==> src/rtl/opu_pkg.sv <==
package opu_pkg;

    localparam int OPC_W  = 2;
    localparam int N_SRC  = 2;
    localparam int SRC_A  = 0;
    localparam int SRC_B  = 1;

    typedef enum logic [OPC_W-1:0] {
        OPC_NOP = 2'd0,
        OPC_ADD = 2'd1,
        OPC_RS2 = 2'd2,
        OPC_RS3 = 2'd3
    } opu_op_e;

    typedef enum logic [1:0] {
        PH_IDLE  = 2'd0,
        PH_READ  = 2'd1,
        PH_WRITE = 2'd2
    } opu_phase_e;

    typedef struct packed {
        opu_op_e op;
        logic    inv_a;
        logic    zero_a;
        logic    imm_vld;
    } opu_desc_t;

    function automatic logic [N_SRC-1:0] need_mask(input opu_desc_t d,
                                                   input logic [N_SRC-1:0] msk);
        logic [N_SRC-1:0] n;
        n[SRC_A] = !d.zero_a  && !msk[SRC_A];
        n[SRC_B] = !d.imm_vld && !msk[SRC_B];
        return n;
    endfunction

endpackage

==> src/rtl/opu_src_port.sv <==
module opu_src_port #(
    parameter int W = 16
) (
    input  logic         clk,
    input  logic         rst,
    input  logic         load_i,
    input  logic         need_i,
    input  logic [W-1:0] init_i,
    input  logic         gnt_i,
    input  logic [W-1:0] src_i,
    output logic         req_o,
    output logic [W-1:0] opnd_o
);
    logic         req_q;
    logic [W-1:0] held_q;
    logic         take;

    assign take = req_q && gnt_i;

    always_ff @(posedge clk) begin
        if (rst) begin
            req_q  <= 1'b0;
            held_q <= '0;
        end else if (load_i) begin
            req_q  <= need_i;
            held_q <= init_i;
        end else if (take) begin
            req_q  <= 1'b0;
            held_q <= src_i;
        end
    end

    assign req_o  = req_q;
    assign opnd_o = take ? src_i : held_q;
endmodule

==> src/rtl/opu_alu.sv <==
module opu_alu
    import opu_pkg::*;
#(
    parameter int W = 16
) (
    input  opu_op_e      op_i,
    input  logic         inv_a_i,
    input  logic [W-1:0] a_i,
    input  logic [W-1:0] b_i,
    output logic [W-1:0] y_o
);
    logic [W-1:0] a_eff;

    assign a_eff = inv_a_i ? ~a_i : a_i;

    always_comb begin
        case (op_i)
            OPC_ADD: y_o = a_eff + b_i;
            default: y_o = a_eff;
        endcase
    end
endmodule

==> src/rtl/opu_ctrl.sv <==
module opu_ctrl
    import opu_pkg::*;
(
    input  logic clk,
    input  logic rst,
    input  logic issue_i,
    input  logic pend_next_i,
    input  logic wr_gnt_i,
    output logic accept_o,
    output logic capture_o,
    output logic busy_o,
    output logic wr_req_o
);
    opu_phase_e ph_q, ph_d;

    assign accept_o  = (ph_q == PH_IDLE) && issue_i;
    assign capture_o = (ph_q == PH_READ) && !pend_next_i;

    always_comb begin
        ph_d = ph_q;
        case (ph_q)
            PH_IDLE:  if (issue_i)      ph_d = PH_READ;
            PH_READ:  if (!pend_next_i) ph_d = PH_WRITE;
            PH_WRITE: if (wr_gnt_i)     ph_d = PH_IDLE;
            default:                    ph_d = PH_IDLE;
        endcase
    end

    always_ff @(posedge clk) begin
        if (rst) ph_q <= PH_IDLE;
        else     ph_q <= ph_d;
    end

    assign busy_o   = (ph_q != PH_IDLE);
    assign wr_req_o = (ph_q == PH_WRITE);
endmodule

==> src/rtl/opunit_core.sv <==
module opunit_core
    import opu_pkg::*;
#(
    parameter int DATA_W = 16
) (
    input  logic                          clk,
    input  logic                          rst,
    input  logic                          issue_i,
    input  logic [1:0]                    op_i,
    input  logic                          inv_a_i,
    input  logic                          zero_a_i,
    input  logic [DATA_W-1:0]             imm_i,
    input  logic                          imm_vld_i,
    input  logic [1:0]                    rd_mask_i,
    input  logic [1:0][DATA_W-1:0]        src_i,
    input  logic [1:0]                    rd_gnt_i,
    output logic [1:0]                    rd_req_o,
    output logic [1:0][DATA_W-1:0]        alu_opnd_o,
    output logic                          wr_req_o,
    input  logic                          wr_gnt_i,
    output logic [DATA_W-1:0]             result_o,
    output logic                          busy_o
);
    opu_desc_t                   desc_in, desc_q;
    logic                        accept, capture, pend_next;
    logic [N_SRC-1:0]            need;
    logic [N_SRC-1:0][DATA_W-1:0] init_val;
    logic [DATA_W-1:0]           alu_y;
    logic [DATA_W-1:0]           result_q;

    assign desc_in.op      = opu_op_e'(op_i);
    assign desc_in.inv_a   = inv_a_i;
    assign desc_in.zero_a  = zero_a_i;
    assign desc_in.imm_vld = imm_vld_i;

    assign need              = need_mask(desc_in, rd_mask_i);
    assign init_val[SRC_A]   = '0;
    assign init_val[SRC_B]   = imm_vld_i ? imm_i : '0;
    assign pend_next         = |(rd_req_o & ~rd_gnt_i);

    always_ff @(posedge clk) begin
        if (rst) begin
            desc_q   <= '0;
            result_q <= '0;
        end else begin
            if (accept)  desc_q   <= desc_in;
            if (capture) result_q <= alu_y;
        end
    end

    for (genvar i = 0; i < N_SRC; i++) begin : g_port
        opu_src_port #(.W(DATA_W)) u_port (
            .clk    (clk),
            .rst    (rst),
            .load_i (accept),
            .need_i (need[i]),
            .init_i (init_val[i]),
            .gnt_i  (rd_gnt_i[i]),
            .src_i  (src_i[i]),
            .req_o  (rd_req_o[i]),
            .opnd_o (alu_opnd_o[i])
        );
    end

    opu_alu #(.W(DATA_W)) u_alu (
        .op_i    (desc_q.op),
        .inv_a_i (desc_q.inv_a),
        .a_i     (alu_opnd_o[SRC_A]),
        .b_i     (alu_opnd_o[SRC_B]),
        .y_o     (alu_y)
    );

    opu_ctrl u_ctrl (
        .clk         (clk),
        .rst         (rst),
        .issue_i     (issue_i),
        .pend_next_i (pend_next),
        .wr_gnt_i    (wr_gnt_i),
        .accept_o    (accept),
        .capture_o   (capture),
        .busy_o      (busy_o),
        .wr_req_o    (wr_req_o)
    );

    assign result_o = result_q;
endmodule

==> config.mk <==
export PLATFORM = sky130hd
export DESIGN_NAME = opunit_core
export DESIGN_NICKNAME = d
export VERILOG_FILES = /design/src/rtl/opu_pkg.sv /design/src/rtl/opu_src_port.sv /design/src/rtl/opu_alu.sv /design/src/rtl/opu_ctrl.sv /design/src/rtl/opunit_core.sv
export SDC_FILE = /design/constraint.sdc
export NUM_CORES = 1
export LEC_CHECK = 0
export BUFFER_PORTS_ARGS = -buffer_cell sky130_fd_sc_hd__buf_4
export CAP_MARGIN = 20
export CELL_PAD_IN_SITES_DETAIL_PLACEMENT = 0
export CELL_PAD_IN_SITES_GLOBAL_PLACEMENT = 1
export CORE_MARGIN = 2
export CORE_UTILIZATION = 41
export DETAILED_ROUTE_END_ITERATION = 7
export PLACE_DENSITY_LB_ADDON = 0.25
export SYNTH_ARGS = -nofsm -noshare
export SYNTH_HDL_FRONTEND = slang
export SYNTH_HIERARCHICAL = 1
export SYNTH_SLANG_ARGS = --single-unit
==> constraint.sdc <==
create_clock -name clk -period 3.45 [get_ports clk]
set_input_delay 0.5175 -clock clk [delete_from_list [all_inputs] [get_ports clk]]
set_output_delay 0.5175 -clock clk [all_outputs]
set_load 0.005 [all_outputs]
==> results_dict.tcl <==
set metrics [dict create \
    min_delay_path_depth 3 \
    worstPathArrival_ns 3.36 \
    synth_top_family_by_area "compound AO/OA/AOI/OAI gates" \
    crit_type "reg2reg" \
    yosysTopAreaCell "dfxtp_1" \
    synth.area.mux_share_pct 12.8 \
    cts_made_buffers 5 \
    drive_above_1_share_pct 39.4 \
    max_slew.worst_pin.slew_ns 0.814 \
    cpPeakStageDelay_ns 0.36 \
    internal_power_w 0.00138 \
    crit_path_top_delay_cell "mux2_2" \
    core_um2 10700 \
    clkPwrFrac_pct 25.0 \
    tns_ns 0 \
    drv_cap 0 \
    routed_wl_mm 12.2 \
    path_common_cell "buf_4" \
    dp.final_hpwl_mm 9.02 \
    run_status "finished clean" \
    required_ns 3.64 \
    synth_common_cells "55 x dfxtp_1, 45 x nor2_1, 38 x inv_1" \
    cp.depth 14 \
    skew_ns 0.0170 \
    start_util_pct 41.6 \
    p_sw_share_pct 33.4 \
    worst_hold_slack_ns 0.446 \
    power_density_nw_per_um2 366 \
    clk_pin_slew_ns 0.11 \
    grt_pass1_wl_mm 19.2 \
    clock_sinks 55 \
    antenna_cells 0 \
    p_switching_w 0.000689 \
    finalNonFillerCells 742 \
    ctsRootBufferMaster "clkbuf_8" \
    postLayoutCoreUtil_pct 52.5 \
    crit_family "simple AND/OR/NAND/NOR gates" \
    r2r_cells 14 \
    syn-cell-area_um2 4470 \
    rsz0062_at_grt "false" \
    synthSimpleGateAreaFrac_pct 19.0 \
    postCtsSetupBuffers 0 \
    hold_viol_final 0 \
    ys_top_cells_by_area "dfxtp_1 25%, a2111oi_2 9.7%, mux2_2 8.3%" \
    htreeDepth 2 \
    num_rows 38 \
    area_growth_pct 26.3 \
    peakVddDrop_uv 218 \
    grt_overflow 0 \
    critPathMaxFanout 6 \
    die_y_um 108 \
    nets 680 \
    antenna_found_initial 0 \
    synth_cell_type_count 54 \
    cp_num_buf_inv 2 \
    cts_resized 0 \
    clockBufferDepth 2 \
    clk_latency_ns 0.32 \
    grt_pass1_vias 3639 \
    place_congestion 0.854 \
    pwr-share-seq_pct 34.8 \
    synth-adder-area-share_pct 5.21 \
    synthArstFlopShare_pct 0 \
    synth_compound_area_share_pct 23.4 \
    hold_path_class "in2reg" \
    vias 3942 \
    slew_headroom_pct 45.8 \
    syn_inst 482 \
    avgSynthCellArea_um2 9.27 \
    synth-xor-area-share_pct 5.68 \
    die_w_um 108 \
    die-area_um2 11700 \
    ant_nets 0 \
    grt_usage_pct 20.6 \
    cts_tree "yes" \
    first_pass_iters 4 \
    fin_crit_sh_pct 91.8 \
    worst_slack_ns 0.282 \
    avgRoutedWirePerCell_um 16.4 \
    grt_max_degree 104 \
    timing.fmax_ghz 0.316 \
    ys_seq_elements 55 \
    port_buffers 112 \
    ctsHoldBuffers 0 \
    num_io_pins 113 \
    end_kind "flip-flop" \
    drt_iter0_drc 253 \
    vias_per_cell 5.31 \
    crit_chain "nand2_2 -> buf_4 -> mux2_2 -> xor2_1 -> ha_1 -> nand2_1 -> a211oi_1 -> o21ai_0 -> and3b_1 -> nor3_1 -> buf_4 -> xnor2_1 -> mux2i_1 -> nor2_1" \
    dp_slack_ns -0.00694 \
    synth_most_common_cell "dfxtp_1" \
    startpoint_type "flip-flop" \
    p_leak_nw 2.39 \
    dpl.cell_count 734 \
    synth_top_area_share_pct 24.6 \
    post-route-min-period_ns 3.17 \
    ys_seq_area_share_pct 24.6 \
    synth_warnings 6 \
    synth_edf_count 0 \
    synth_ff_type "dfxtp_1" \
    drc 0 \
    setup_violations 0 \
    pwr-share-comb_pct 40.2 \
    drv_slew 0 \
]
==> cell families after synthesis <==
family	Yosys count
AO/OA/AOI/OAI	118
XOR/XNOR	29
adder cells (fa/ha/maj)	18
buffers and inverters	80
flip-flops	55
multiplexers	53
other	1
AND/OR/NAND/NOR	128
==> state kept, by name (all words and copies together), names as in the netlist <==
| register | cells |
|---|---|
| result_o | 16 |
| desc_q | 3 |
| u_ctrl/ph_q | 2 |
| g_port.u_port/req_o | 2 |
| g_port.u_port/held_q | 32 |
==> tightest hold or removal path: stages <==
cell and delay, ns:
buf_4 0.07, mux2i_1 0.05, nor2_1 0.07
==> through the flow <==
step | area, µm² | power [W]
floorplan | 4520 | 0.00126
global placement | 5510 | 0.00155
detailed placement | 5510 | 0.00156
CTS | 5640 | 0.00208
global route | 5640 | 0.00220
finish | 5640 | 0.00207
==> worst paths after layout <==
| path | from | to | slack (ns) |
|---|---|---|---|
| max | g_port[0].u_port/req_o | result_o[15] | 0.28 |
| min | op_i[1] | desc_q[4] | 0.45 |
| max reg2reg | g_port[0].u_port/req_o | result_o[15] | 0.28 |
| min reg2reg | result_o[1] | result_o[1] | 0.51 |
==> power by group through the flow <==
stage | logic (W) | registers (W) | clock network [W]
2_1_floorplan | 0.000533 | 0.000724 | 0
3_3_place_gp | 0.000819 | 0.000730 | 0
3_5_place_dp | 0.000826 | 0.000732 | 0
4_1_cts | 0.000831 | 0.000718 | 0.000531
5_1_grt | 0.000916 | 0.000725 | 0.000559
6_report | 0.000830 | 0.000718 | 0.000517
==> placed cells by master (no fill, tap or decap), types with 2 or more instances in the layout <==
cell	n
ha_1	17
buf_4	137
and4bb_1	2
a21oi_2	2
bufinv_16	2
nand2_2	2
mux2_2	33
a2111oi_1	4
a21o_1	2
or3b_1	2
inv_1	38
xnor2_1	4
nor3_1	4
o21a_1	3
buf_12	2
nor2_1	44
and2_1	17
conb_1	16
a21oi_1	25
clkbuf_8	5
mux2i_1	20
nand2_1	13
and4bb_2	18
xor2_1	25
nand4_1	2
o21ai_0	8
a211oi_1	33
nor4bb_1	12
nand3_1	3
a2111oi_2	29
dfxtp_1	55
==> per-layer routing <==
metal	track usage, %	wire, µm	vias up
met5	0	0	-
met4	2.66	37	0
met3	2.65	602	2
met2	33.2	5580	90
met1	30.1	5960	1862
li1	-	-	1988
==> layout make-up <==
cell class                      count  area [µm²]
Clock buffer                        5        68.8
Clock inverter                      3        67.6
Fill cell                        1034        5100
Inverter                           38         143
Multi-Input combinational cell    362        3020
Sequential cell                    55        1100
Tap cell                          140         175
Timing Repair Buffer              139        1070
No activity file was read; power rests on OpenSTA's default activity.
